File: config.mk
export PLATFORM = sky130hd
export DESIGN_NAME = mm_outer_top
export DESIGN_NICKNAME = d
export VERILOG_FILES = /design/src/rtl/mm_pkg.sv /design/src/rtl/mm_bank.sv /design/src/rtl/mm_grid.sv /design/src/rtl/mm_ctrl.sv /design/src/rtl/mm_outer_top.sv
export SDC_FILE = /design/constraint.sdc
export NUM_CORES = 2
export LEC_CHECK = 0
export CELL_PAD_IN_SITES_DETAIL_PLACEMENT = 1
export CELL_PAD_IN_SITES_GLOBAL_PLACEMENT = 2
export CORE_MARGIN = 2
export CORE_UTILIZATION = 43
export CTS_CLUSTER_SIZE = 12
export DETAILED_ROUTE_END_ITERATION = 8
export DONT_BUFFER_PORTS = 1
export GPL_ROUTABILITY_DRIVEN = 0
export PLACE_DENSITY_LB_ADDON = 0.1
export SLEW_MARGIN = 30
export SYNTH_ARGS = -nofsm -noshare
export SYNTH_HDL_FRONTEND = slang
export SYNTH_SLANG_ARGS = --single-unit
File: constraint.sdc
create_clock -name clk -period 6 [get_ports clk]
set_input_delay 1.2 -clock clk [delete_from_list [all_inputs] [get_ports clk]]
set_output_delay 1.2 -clock clk [all_outputs]
set_load 0.01 [all_outputs]
File: src/rtl/mm_pkg.sv
package mm_pkg;
    typedef enum logic [1:0] {
        ST_IDLE  = 2'd0,
        ST_FETCH = 2'd1,
        ST_DRAIN = 2'd2,
        ST_WB    = 2'd3
    } mm_state_e;
endpackage

File: src/rtl/mm_bank.sv
module mm_bank #(
    parameter int NMAX = 3,
    parameter int DW   = 8,
    localparam int DEPTH = NMAX * NMAX,
    localparam int AIW   = $clog2(DEPTH),
    localparam int OW    = $clog2(NMAX + 1)
) (
    input  logic                         clk,
    input  logic                         wr_en,
    input  logic [AIW-1:0]               wr_addr,
    input  logic [DW-1:0]                wr_data,
    input  logic                         rd_en,
    input  logic [OW-1:0]                rd_word,
    output logic [NMAX-1:0][DW-1:0]      rd_data
);
    logic [DW-1:0] mem_q [DEPTH];
    logic [NMAX-1:0][DW-1:0] rd_q;

    // write has priority; a read returns one whole stride-NMAX word
    always_ff @(posedge clk) begin
        if (wr_en) begin
            if (int'(wr_addr) < DEPTH)
                mem_q[wr_addr] <= wr_data;
        end else if (rd_en) begin
            for (int l = 0; l < NMAX; l++)
                rd_q[l] <= mem_q[int'(rd_word) * NMAX + l];
        end
    end

    assign rd_data = rd_q;
endmodule

File: src/rtl/mm_grid.sv
module mm_grid #(
    parameter int NMAX  = 3,
    parameter int DW    = 8,
    parameter int ACC_W = 18,
    localparam int OW   = $clog2(NMAX + 1)
) (
    input  logic                                   clk,
    input  logic                                   rst_n,
    input  logic                                   clr,
    input  logic                                   acc_en,
    input  logic [OW-1:0]                          n_act,
    input  logic [NMAX-1:0][DW-1:0]                a_col,
    input  logic [NMAX-1:0][DW-1:0]                b_row,
    output logic [NMAX-1:0][NMAX-1:0][ACC_W-1:0]   acc
);
    logic [NMAX-1:0][NMAX-1:0][ACC_W-1:0] prod;
    logic [NMAX-1:0][NMAX-1:0][ACC_W-1:0] acc_d, acc_q;

    // one single-cycle multiplier per output element
    for (genvar gi = 0; gi < NMAX; gi++) begin : g_row
        for (genvar gj = 0; gj < NMAX; gj++) begin : g_col
            assign prod[gi][gj] = ACC_W'(a_col[gi]) * ACC_W'(b_row[gj]);

            // a live accumulator only grows while summing a run
            a_r5_no_overflow: assert property (@(posedge clk) disable iff (!rst_n)
                (acc_en && !clr) |=> (acc_q[gi][gj] >= $past(acc_q[gi][gj])));
        end
    end

    always_comb begin
        acc_d = acc_q;
        if (clr) begin
            acc_d = '0;
        end else if (acc_en) begin
            for (int i = 0; i < NMAX; i++)
                for (int j = 0; j < NMAX; j++)
                    if (i < int'(n_act) && j < int'(n_act))
                        acc_d[i][j] = acc_q[i][j] + prod[i][j];
        end
    end

    always_ff @(posedge clk or negedge rst_n) begin
        if (!rst_n) acc_q <= '0;
        else        acc_q <= acc_d;
    end

    assign acc = acc_q;

    // a clear leaves every accumulator at zero
    a_r3_clear_zero: assert property (@(posedge clk) disable iff (!rst_n)
        clr |=> (acc_q == '0));
endmodule

File: src/rtl/mm_ctrl.sv
module mm_ctrl
    import mm_pkg::*;
#(
    parameter int NMAX = 3,
    localparam int OW  = $clog2(NMAX + 1),
    localparam int AIW = $clog2(NMAX * NMAX)
) (
    input  logic            clk,
    input  logic            rst_n,
    input  logic            start,
    input  logic [OW-1:0]   order,
    output logic            rd_en,
    output logic [OW-1:0]   rd_word,
    output logic            acc_clr,
    output logic            acc_en,
    output logic [OW-1:0]   n_act,
    output logic [OW-1:0]   wb_row,
    output logic [OW-1:0]   wb_col,
    output logic            res_we,
    output logic [AIW-1:0]  res_addr,
    output logic            busy,
    output logic            done
);
    typedef struct packed {
        mm_state_e     st;
        logic [OW-1:0] k;
        logic [OW-1:0] n;
        logic [OW-1:0] wi;
        logic [OW-1:0] wj;
        logic          rvalid;
        logic          done;
    } ctrl_t;

    ctrl_t c_d, c_q;
    logic  last_k, last_wb;

    assign last_k  = (c_q.k  == c_q.n - OW'(1));
    assign last_wb = (c_q.wi == c_q.n - OW'(1)) && (c_q.wj == c_q.n - OW'(1));

    always_comb begin
        c_d        = c_q;
        c_d.done   = 1'b0;
        c_d.rvalid = 1'b0;
        rd_en      = 1'b0;
        acc_clr    = 1'b0;
        unique case (c_q.st)
            ST_IDLE: begin
                if (start && order != '0 && int'(order) <= NMAX) begin
                    c_d.n   = order;
                    c_d.k   = '0;
                    c_d.st  = ST_FETCH;
                    acc_clr = 1'b1;
                end
            end
            ST_FETCH: begin
                rd_en      = 1'b1;
                c_d.rvalid = 1'b1;
                if (last_k) c_d.st = ST_DRAIN;
                else        c_d.k  = c_q.k + OW'(1);
            end
            ST_DRAIN: begin
                c_d.st = ST_WB;
                c_d.wi = '0;
                c_d.wj = '0;
            end
            ST_WB: begin
                if (c_q.wj == c_q.n - OW'(1)) begin
                    c_d.wj = '0;
                    if (last_wb) begin
                        c_d.st   = ST_IDLE;
                        c_d.done = 1'b1;
                    end else begin
                        c_d.wi = c_q.wi + OW'(1);
                    end
                end else begin
                    c_d.wj = c_q.wj + OW'(1);
                end
            end
            default: c_d.st = ST_IDLE;
        endcase
    end

    always_ff @(posedge clk or negedge rst_n) begin
        if (!rst_n) c_q <= '{st: ST_IDLE, default: '0};
        else        c_q <= c_d;
    end

    assign rd_word  = c_q.k;
    assign acc_en   = c_q.rvalid;
    assign n_act    = c_q.n;
    assign wb_row   = c_q.wi;
    assign wb_col   = c_q.wj;
    assign res_we   = (c_q.st == ST_WB);
    assign res_addr = AIW'(int'(c_q.wi) * int'(c_q.n) + int'(c_q.wj));
    assign busy     = (c_q.st != ST_IDLE);
    assign done     = c_q.done;

    // operand words are fetched in strictly increasing order, once each
    a_r4_word_step: assert property (@(posedge clk) disable iff (!rst_n)
        (c_q.st == ST_FETCH && !last_k) |=> (c_q.k == $past(c_q.k) + OW'(1)));

    // completion follows the final result write
    a_r7_done_after_last: assert property (@(posedge clk) disable iff (!rst_n)
        (res_we && last_wb) |=> (done && !busy));

    // done never lasts two cycles
    a_r7_done_pulse: assert property (@(posedge clk) disable iff (!rst_n)
        done |=> !done);

    // the sampled order holds for the whole run
    a_r8_order_held: assert property (@(posedge clk) disable iff (!rst_n)
        (busy && $past(busy)) |-> $stable(c_q.n));

    // result addresses stay inside the N*N block
    a_r6_addr_range: assert property (@(posedge clk) disable iff (!rst_n)
        res_we |-> (int'(res_addr) < int'(c_q.n) * int'(c_q.n)));
endmodule

File: src/rtl/mm_outer_top.sv
module mm_outer_top #(
    parameter int NMAX  = 3,
    parameter int DW    = 8,
    parameter int ACC_W = 18,
    localparam int AIW  = $clog2(NMAX * NMAX),
    localparam int OW   = $clog2(NMAX + 1)
) (
    input  logic             clk,
    input  logic             rst_n,
    input  logic             ld_we,
    input  logic [AIW-1:0]   ld_a_addr,
    input  logic [DW-1:0]    ld_a_data,
    input  logic [AIW-1:0]   ld_b_addr,
    input  logic [DW-1:0]    ld_b_data,
    input  logic             start,
    input  logic [OW-1:0]    order,
    output logic             busy,
    output logic             done,
    output logic             res_we,
    output logic [AIW-1:0]   res_addr,
    output logic [ACC_W-1:0] res_data
);
    logic                                 rd_en, acc_clr, acc_en, wr_ok;
    logic [OW-1:0]                        rd_word, n_act, wb_row, wb_col;
    logic [NMAX-1:0][DW-1:0]              a_col, b_row;
    logic [NMAX-1:0][NMAX-1:0][ACC_W-1:0] acc;

    assign wr_ok = ld_we && !busy;

    mm_bank #(.NMAX(NMAX), .DW(DW)) u_bank_a (
        .clk(clk), .wr_en(wr_ok), .wr_addr(ld_a_addr), .wr_data(ld_a_data),
        .rd_en(rd_en), .rd_word(rd_word), .rd_data(a_col)
    );

    mm_bank #(.NMAX(NMAX), .DW(DW)) u_bank_b (
        .clk(clk), .wr_en(wr_ok), .wr_addr(ld_b_addr), .wr_data(ld_b_data),
        .rd_en(rd_en), .rd_word(rd_word), .rd_data(b_row)
    );

    mm_grid #(.NMAX(NMAX), .DW(DW), .ACC_W(ACC_W)) u_grid (
        .clk(clk), .rst_n(rst_n), .clr(acc_clr), .acc_en(acc_en),
        .n_act(n_act), .a_col(a_col), .b_row(b_row), .acc(acc)
    );

    mm_ctrl #(.NMAX(NMAX)) u_ctrl (
        .clk(clk), .rst_n(rst_n), .start(start), .order(order),
        .rd_en(rd_en), .rd_word(rd_word), .acc_clr(acc_clr), .acc_en(acc_en),
        .n_act(n_act), .wb_row(wb_row), .wb_col(wb_col),
        .res_we(res_we), .res_addr(res_addr), .busy(busy), .done(done)
    );

    assign res_data = acc[wb_row][wb_col];

    // no store write is accepted during a run
    a_r9_no_load_busy: assert property (@(posedge clk) disable iff (!rst_n)
        busy |-> !wr_ok);

    // outputs are quiet straight after reset
    a_r1_quiet: assert property (@(posedge clk) disable iff (!rst_n)
        $rose(rst_n) |-> (!busy && !done && !res_we));
endmodule

# [Yosys cells after proc, flatten, opt, wreduce, memory -nomap -nowiden]
# Memories as Yosys holds them, arrays and structs flattened. A register that Yosys moved wholly into a read port is not among the register bits.
# Index checks and enable logic that the tools add are counted.
[word_totals] ff_bits=174 mem_bits_rw=144 in_bits=30 out_inout_bits=25 mem_count=2
[classes] add_sub_neg=16 multipliers=11 n_lt_le_gt_ge=7 eq_ne=12 muxes=38 bitwise_logic=1 reduce_logical=30
[mem_list] name="u_bank_a.mem_q" depth=9 word_bits=8 read_ports=3 rd_ports_with_merged_regs=3 wr=1 line_no="mm_bank.sv:16" source="logic [DW-1:0] mem_q [DEPTH];"
[mem_list] name="u_bank_b.mem_q" depth=9 word_bits=8 read_ports=3 rd_ports_with_merged_regs=3 wr=1 line_no="mm_bank.sv:16"
[ops] cell="162-bit 2-to-1 mux" count=2
[ops] cell="18-bit 2-to-1 mux" count=10
[ops] cell="18-bit by 16-bit adder with 18-bit output" count=9
[ops] cell="8-bit by 8-bit multiplier with 16-bit output" count=9
[ops] cell="54-bit binary-select mux with 2-bit select" count=1
[ops] cell="54-bit 2-to-1 mux" count=1
[ops] cell="18-bit binary-select mux with 2-bit select" count=1
[ops] cell="2-bit nonzero test" count=11
[ops] cell="2-bit AND reduction" count=8
[ops] cell="2-bit 2-to-1 mux" count=7
[ops] cell="1-bit 2-to-1 mux" count=12
[ops] cell="4-bit < comparator, second input constant" count=2
[ops] cell="2-bit by 1-bit inequality test with 1-bit output, second input constant" count=4
[ops] cell="2-bit one-hot mux with 4 select lines" count=1
[ops] cell="4-bit one-hot mux with 2 select lines" count=1
[ops] cell="2-bit by 1-bit adder with 2-bit output, second input constant" count=3
[ops] cell="2-bit equality test" count=3
[ops] cell="1-bit logical AND" count=6
[ops] cell="2-bit by 3-bit < comparator with 1-bit output, second input constant" count=2
[ops] cell="6-bit 2-to-1 mux" count=1
[ops] cell="3-bit AND reduction" count=2
[ops] cell="4-bit by 2-bit adder with 4-bit output, second input constant" count=1
[ops] cell="4-bit by 3-bit adder with 4-bit output" count=1
[ops] cell="4-bit by 3-bit adder with 4-bit output, second input constant" count=1
[ops] cell="other kinds (13)" count=16

# [Logic depth before layout (Yosys ltp)]
[logic_depth] word_depth=6 depth_mapped=19 depth_no_buf=18

# [By module]
# From an unflattened synthesis, not the netlist that was laid out.
[unflattened] hier_cells=4386 area_unflattened_um2=41441.0
[modules_own_cells] mod="mm_grid" instances=1 cells_per_inst=3514 area_per_inst_um2=29957.5 seq_area_each_um2=4053.9
[modules_own_cells] mod="mm_bank (u_bank_a)" instances=1 cells_per_inst=269 area_per_inst_um2=4480.5 seq_area_each_um2=2882.8
[modules_own_cells] mod="mm_bank (u_bank_b)" instances=1 cells_per_inst=269 area_per_inst_um2=4473.0 seq_area_each_um2=2882.8
[modules_own_cells] mod="mm_outer_top" instances=1 cells_per_inst=228 area_per_inst_um2=1575.3 seq_area_each_um2=0.0
[modules_own_cells] mod="mm_ctrl" instances=1 cells_per_inst=106 area_per_inst_um2=954.7 seq_area_each_um2=300.3

# [Least setup slack after synthesis]
# No wires, ideal clock.
[synth_path] kind="register -> register" startpoint="reg u_bank_a.rd_q, in the netlist u_bank_a.rd_data[14], read port of u_bank_a.mem_q" endpoint="reg u_grid.acc_q, in the netlist u_grid.acc[106]" t_arrival_ns=4.500 slack_ns=1.376 stages_incl_launch_ff=18 cell_sequence="edfxtp_1 clkbuf_1 nand2_1 fa_1 inv_1 fa_1 fa_1 inv_1 fa_1 inv_1 ha_1 and3_1 and3_1 a21o_1 a211o_1 a311o_1 xnor2_1 o21ai_1"
[synth_between] elab_chain_cells=5
[synth_lines] element="start: declaration" line_no="mm_bank.sv:17" source="logic [NMAX-1:0][DW-1:0] rd_q;"
[synth_lines] element="8-bit by 8-bit multiplier with 16-bit output" line_no="mm_grid.sv:22" source="assign prod[gi][gj] = ACC_W'(a_col[gi]) * ACC_W'(b_row[gj]);"
[synth_lines] element="18-bit by 16-bit adder with 18-bit output" line_no="mm_grid.sv:38" source="acc_d[i][j] = acc_q[i][j] + prod[i][j];"
[synth_lines] element="18-bit 2-to-1 mux" line_no="mm_grid.sv:37" source="if (i < int'(n_act) && j < int'(n_act))"
[synth_lines] element="162-bit 2-to-1 mux" line_no="mm_grid.sv:34" source="end else if (acc_en) begin"
[synth_lines] element="162-bit 2-to-1 mux" line_no="mm_grid.sv:32" source="if (clr) begin"
[synth_lines] element="end signal: assignment" line_no="mm_grid.sv:43" source="if (!rst_n) acc_q <= '0;"
[synth_lines] element="end signal: assignment" line_no="mm_grid.sv:44" source="else acc_q <= acc_d;"
[synth_lines] element="end: declaration" line_no="mm_grid.sv:17" source="logic [NMAX-1:0][NMAX-1:0][ACC_W-1:0] acc_d, acc_q;"
# Every way passes these cells. The select of a mux whose other input is x is not followed.
# A chain may end at the register's enable or synchronous reset.

# [Final worst setup path]
[layout_path] startpoint="reg u_bank_a.rd_q, in the netlist u_bank_a.rd_data[23], read port of u_bank_a.mem_q" endpoint="reg u_grid.acc_q, in the netlist u_grid.acc[123]"
# Same word-level chain as after synthesis.

==> flow_summary.ini <==
[status]
status = complete, no violations

[grt]
grt_pass1_vias = 32900
antenna_found_initial = 8
grt_overflow_total = 0
grt_util_all_layers = 0.264
grt_max_degree = 175
grt_pass1_wl_um = 198000

[placed_design]
portBuffers = 0
placed_cells = 5516
dp_hpwl_um = 96400

[logic_synthesis]
yosysWarnings = 0
syn-cell-area_um2 = 41100
synth_edf_count = 192
synthCells = 4355
avgSynthCellArea_um2 = 9.43
yosys.cell_types.count = 70
synth_nets = 5211
ys_seq_elements = 366
async_flop_share = 0.475
synth_seq_area_share = 0.246
synthFlopType = edfxtp_1

[sta]
fin_crit_ns = 5.32
hold_viol_final = 0
finalCritPeriodShare = 0.887
rsz0062_at_grt = no
setup_viol = 0
max_slew.worst_pin.slew_ns = 1.00
timing.fmax_ghz = 0.188
tns_ns = 0
max-slew-margin-rel = 0.333
fin_hold_ws_ns = 0.276
fin_worst_skew_ns = 0.0411
drv_slew = 0

[clock_network]
cts_made_buffers = 50
root_buffer = clkbuf_16
cts_tree = built
htreeDepth = 2
cts_buffer_depth = 3
insertion_delay_ns = 0.65
cts.clk_slew.worst_paths_ns = 0.07
clock_sinks = 366
postCtsHoldBufs = 0
cts_resized = 0
cts_setup_buffers = 0

[worst_setup_path]
ff2ff_path_depth = 16
worstSetupEndpointType = flip-flop
reg2reg_to = u_grid.acc[123]
endpoint = u_grid.acc[123]
crit_slowest_cell = edfxtp_1
worst-path-buf-inv = 3
slowest_delay_ns = 0.98
setup.worst_path.start = u_bank_a.rd_data[23]
crit_fanout = 19
crit_type = reg -> reg
worstPathArrival_ns = 5.90
cp_top_family = adder cells
worstPathRequired_ns = 6.57
path_cells = nand2_1 -> fa_1 -> inv_1 -> fa_1 -> fa_1 -> inv_1 -> fa_1 -> inv_1 -> ha_1 -> o21ai_0 -> nor2_1 -> o21ai_2 -> nand2_1 -> a311oi_1 -> or4_1 -> a21oi_1
rr_startpoint = u_bank_a.rd_data[23]
path_common_cell = fa_1
ff2ff_setup_slack_ns = 0.68
crit_cells = 16
critPathLaunchType = flip-flop

[final_layout]
final_nets = 5165
syn_to_final_growth_pct = 8.43
mostFrequentLayoutCells = 890 x inv_1, 527 x nand2_1, 452 x fa_1, 370 x ha_1, 324 x and2_1
drive_above_1_share = 0.0754
multi_input_area_um2 = 26900
register_area_um2 = 10100
layout_commonest_cell = inv_1
instances_no_fill = 5614
final.fill_count = 10700

[run]
cap_viol_max_count = 0

[floorplan]
die-area_um2 = 98000
die_w_um = 313
initial_core_util = 0.433
die_y_um = 313
num_rows = 113
core_um2 = 94900
ios = 55

[route]
wl_um = 126000
initialDrtViolationCount = 1443
first_pass_iters = 5
postRouteAntennaNets = 0
post-route-drc-count = 0
via_per_inst = 5.36
num_vias = 30100
drt-wirelength-per-cell_um = 22.4

[worst_hold_path]
hold_class = in -> async
## worst register-to-register path: stages (launching register included)
cell and delay [ns]:
edfxtp_1 0.98, nand2_1 0.19, fa_1 0.57, inv_1 0.06, fa_1 0.49, fa_1 0.56, inv_1 0.05, fa_1 0.47
inv_1 0.04, ha_1 0.33, o21ai_0 0.11, nor2_1 0.33, o21ai_2 0.13, nand2_1 0.13, a311oi_1 0.11, or4_1 0.53
a21oi_1 0.16
## cell type report
class | count | area share
multi-input cells | 2892 | 0.604
clock inverters | 26 | 0.00753
flip-flops and latches | 366 | 0.227
diodes | 1 | 0.0000562
clock buffers | 65 | 0.0305
well taps | 1265 | 0.0355
repair buffers | 109 | 0.0203
inverters | 890 | 0.0750
## kinds of logic after synthesis
logic type	after synthesis	synth area share
AO/OA/AOI/OAI	608	0.0928
buffers and inverters	1097	0.101
multiplexers	148	0.0662
AND/OR/NAND/NOR	1238	0.144
flip-flops	366	0.246
adder cells (fa/ha/maj)	826	0.334
XOR/XNOR	72	0.0154
## worst min path at each step
| stage | start | endpoint | slack [ns] | cells after the start |
|---|---|---|---|---|
| floorplan | u_grid.acc[31] | u_grid.acc[31] | 0.49 | 2 |
| global placement | u_grid.acc[67] | u_grid.acc[67] | 0.51 | 2 |
| detailed placement | u_grid.acc[63] | u_grid.acc[63] | 0.52 | 2 |
| CTS | rst_n | u_grid.acc[11] | 0.23 | 0 |
| global route | rst_n | u_grid.acc[11] | 0.25 | 0 |
| finish | rst_n | u_grid.acc[70] | 0.28 | 0 |
## sequential cells by signal, indices dropped and copies added (netlist names)
signal / flops
u_grid.acc: 162
u_bank_a.mem_q: 72
u_bank_b.mem_q: 72
u_bank_a.rd_data: 24
u_bank_b.rd_data: 24
u_ctrl.c_q: 2
u_ctrl.n_act: 2
u_ctrl.rd_word: 2
u_ctrl.wb_col: 2
u_ctrl.wb_row: 2
u_ctrl.acc_en: 1
u_ctrl.done: 1
## per-stage QoR
stage	util	cell area (um2)	setup WS, ns
4_1_cts	0.468	44400	0.624
3_5_place_dp	0.451	42800	0.654
6_report	0.469	44500	0.677
3_3_place_gp	0.450	42700	0.674
2_1_floorplan	-	41100	1.38
5_1_grt	0.469	44500	0.220
## routing by layer
layer,vias to the layer above,global-route usage,wire [um]
met3,157,0.0354,5130
met5,-,0,19
li1,13900,-,-
met4,2,0.0649,3200
met2,485,0.443,60000
met1,15500,0.362,57300
## synthesized netlist by cell type, drive strengths merged (5+ instances only)
library cell | n | area share
a211o | 8 | 0.0017
a211oi | 66 | 0.012
a21o | 52 | 0.0095
a21oi | 199 | 0.024
a221o | 5 | 0.0012
a22oi | 20 | 0.0037
a31oi | 12 | 0.0018
and2 | 325 | 0.050
and3 | 15 | 0.0023
buf | 36 | 0.0041
clkbuf | 171 | 0.016
dfrtp | 174 | 0.11
edfxtp | 192 | 0.14
fa | 452 | 0.22
ha | 374 | 0.11
inv | 890 | 0.081
mux2 | 9 | 0.0025
mux2i | 41 | 0.010
mux4 | 98 | 0.054
nand2 | 528 | 0.048
nand2b | 17 | 0.0026
nand3 | 38 | 0.0046
nand4 | 7 | 0.0011
nor2 | 191 | 0.017
nor2b | 40 | 0.0061
nor3 | 31 | 0.0038
nor3b | 8 | 0.0015
nor4b | 6 | 0.0013
o21a | 16 | 0.0029
o21ai | 136 | 0.017
o21bai | 23 | 0.0042
o22ai | 19 | 0.0029
o31ai | 9 | 0.0016
o41ai | 6 | 0.0016
or2 | 5 | 0.00076
or3 | 13 | 0.0020
xnor2 | 41 | 0.0087
xor2 | 31 | 0.0066
Power is not shown: default switching activity piles up to over one toggle a cycle in this logic, so the estimate is an artifact.
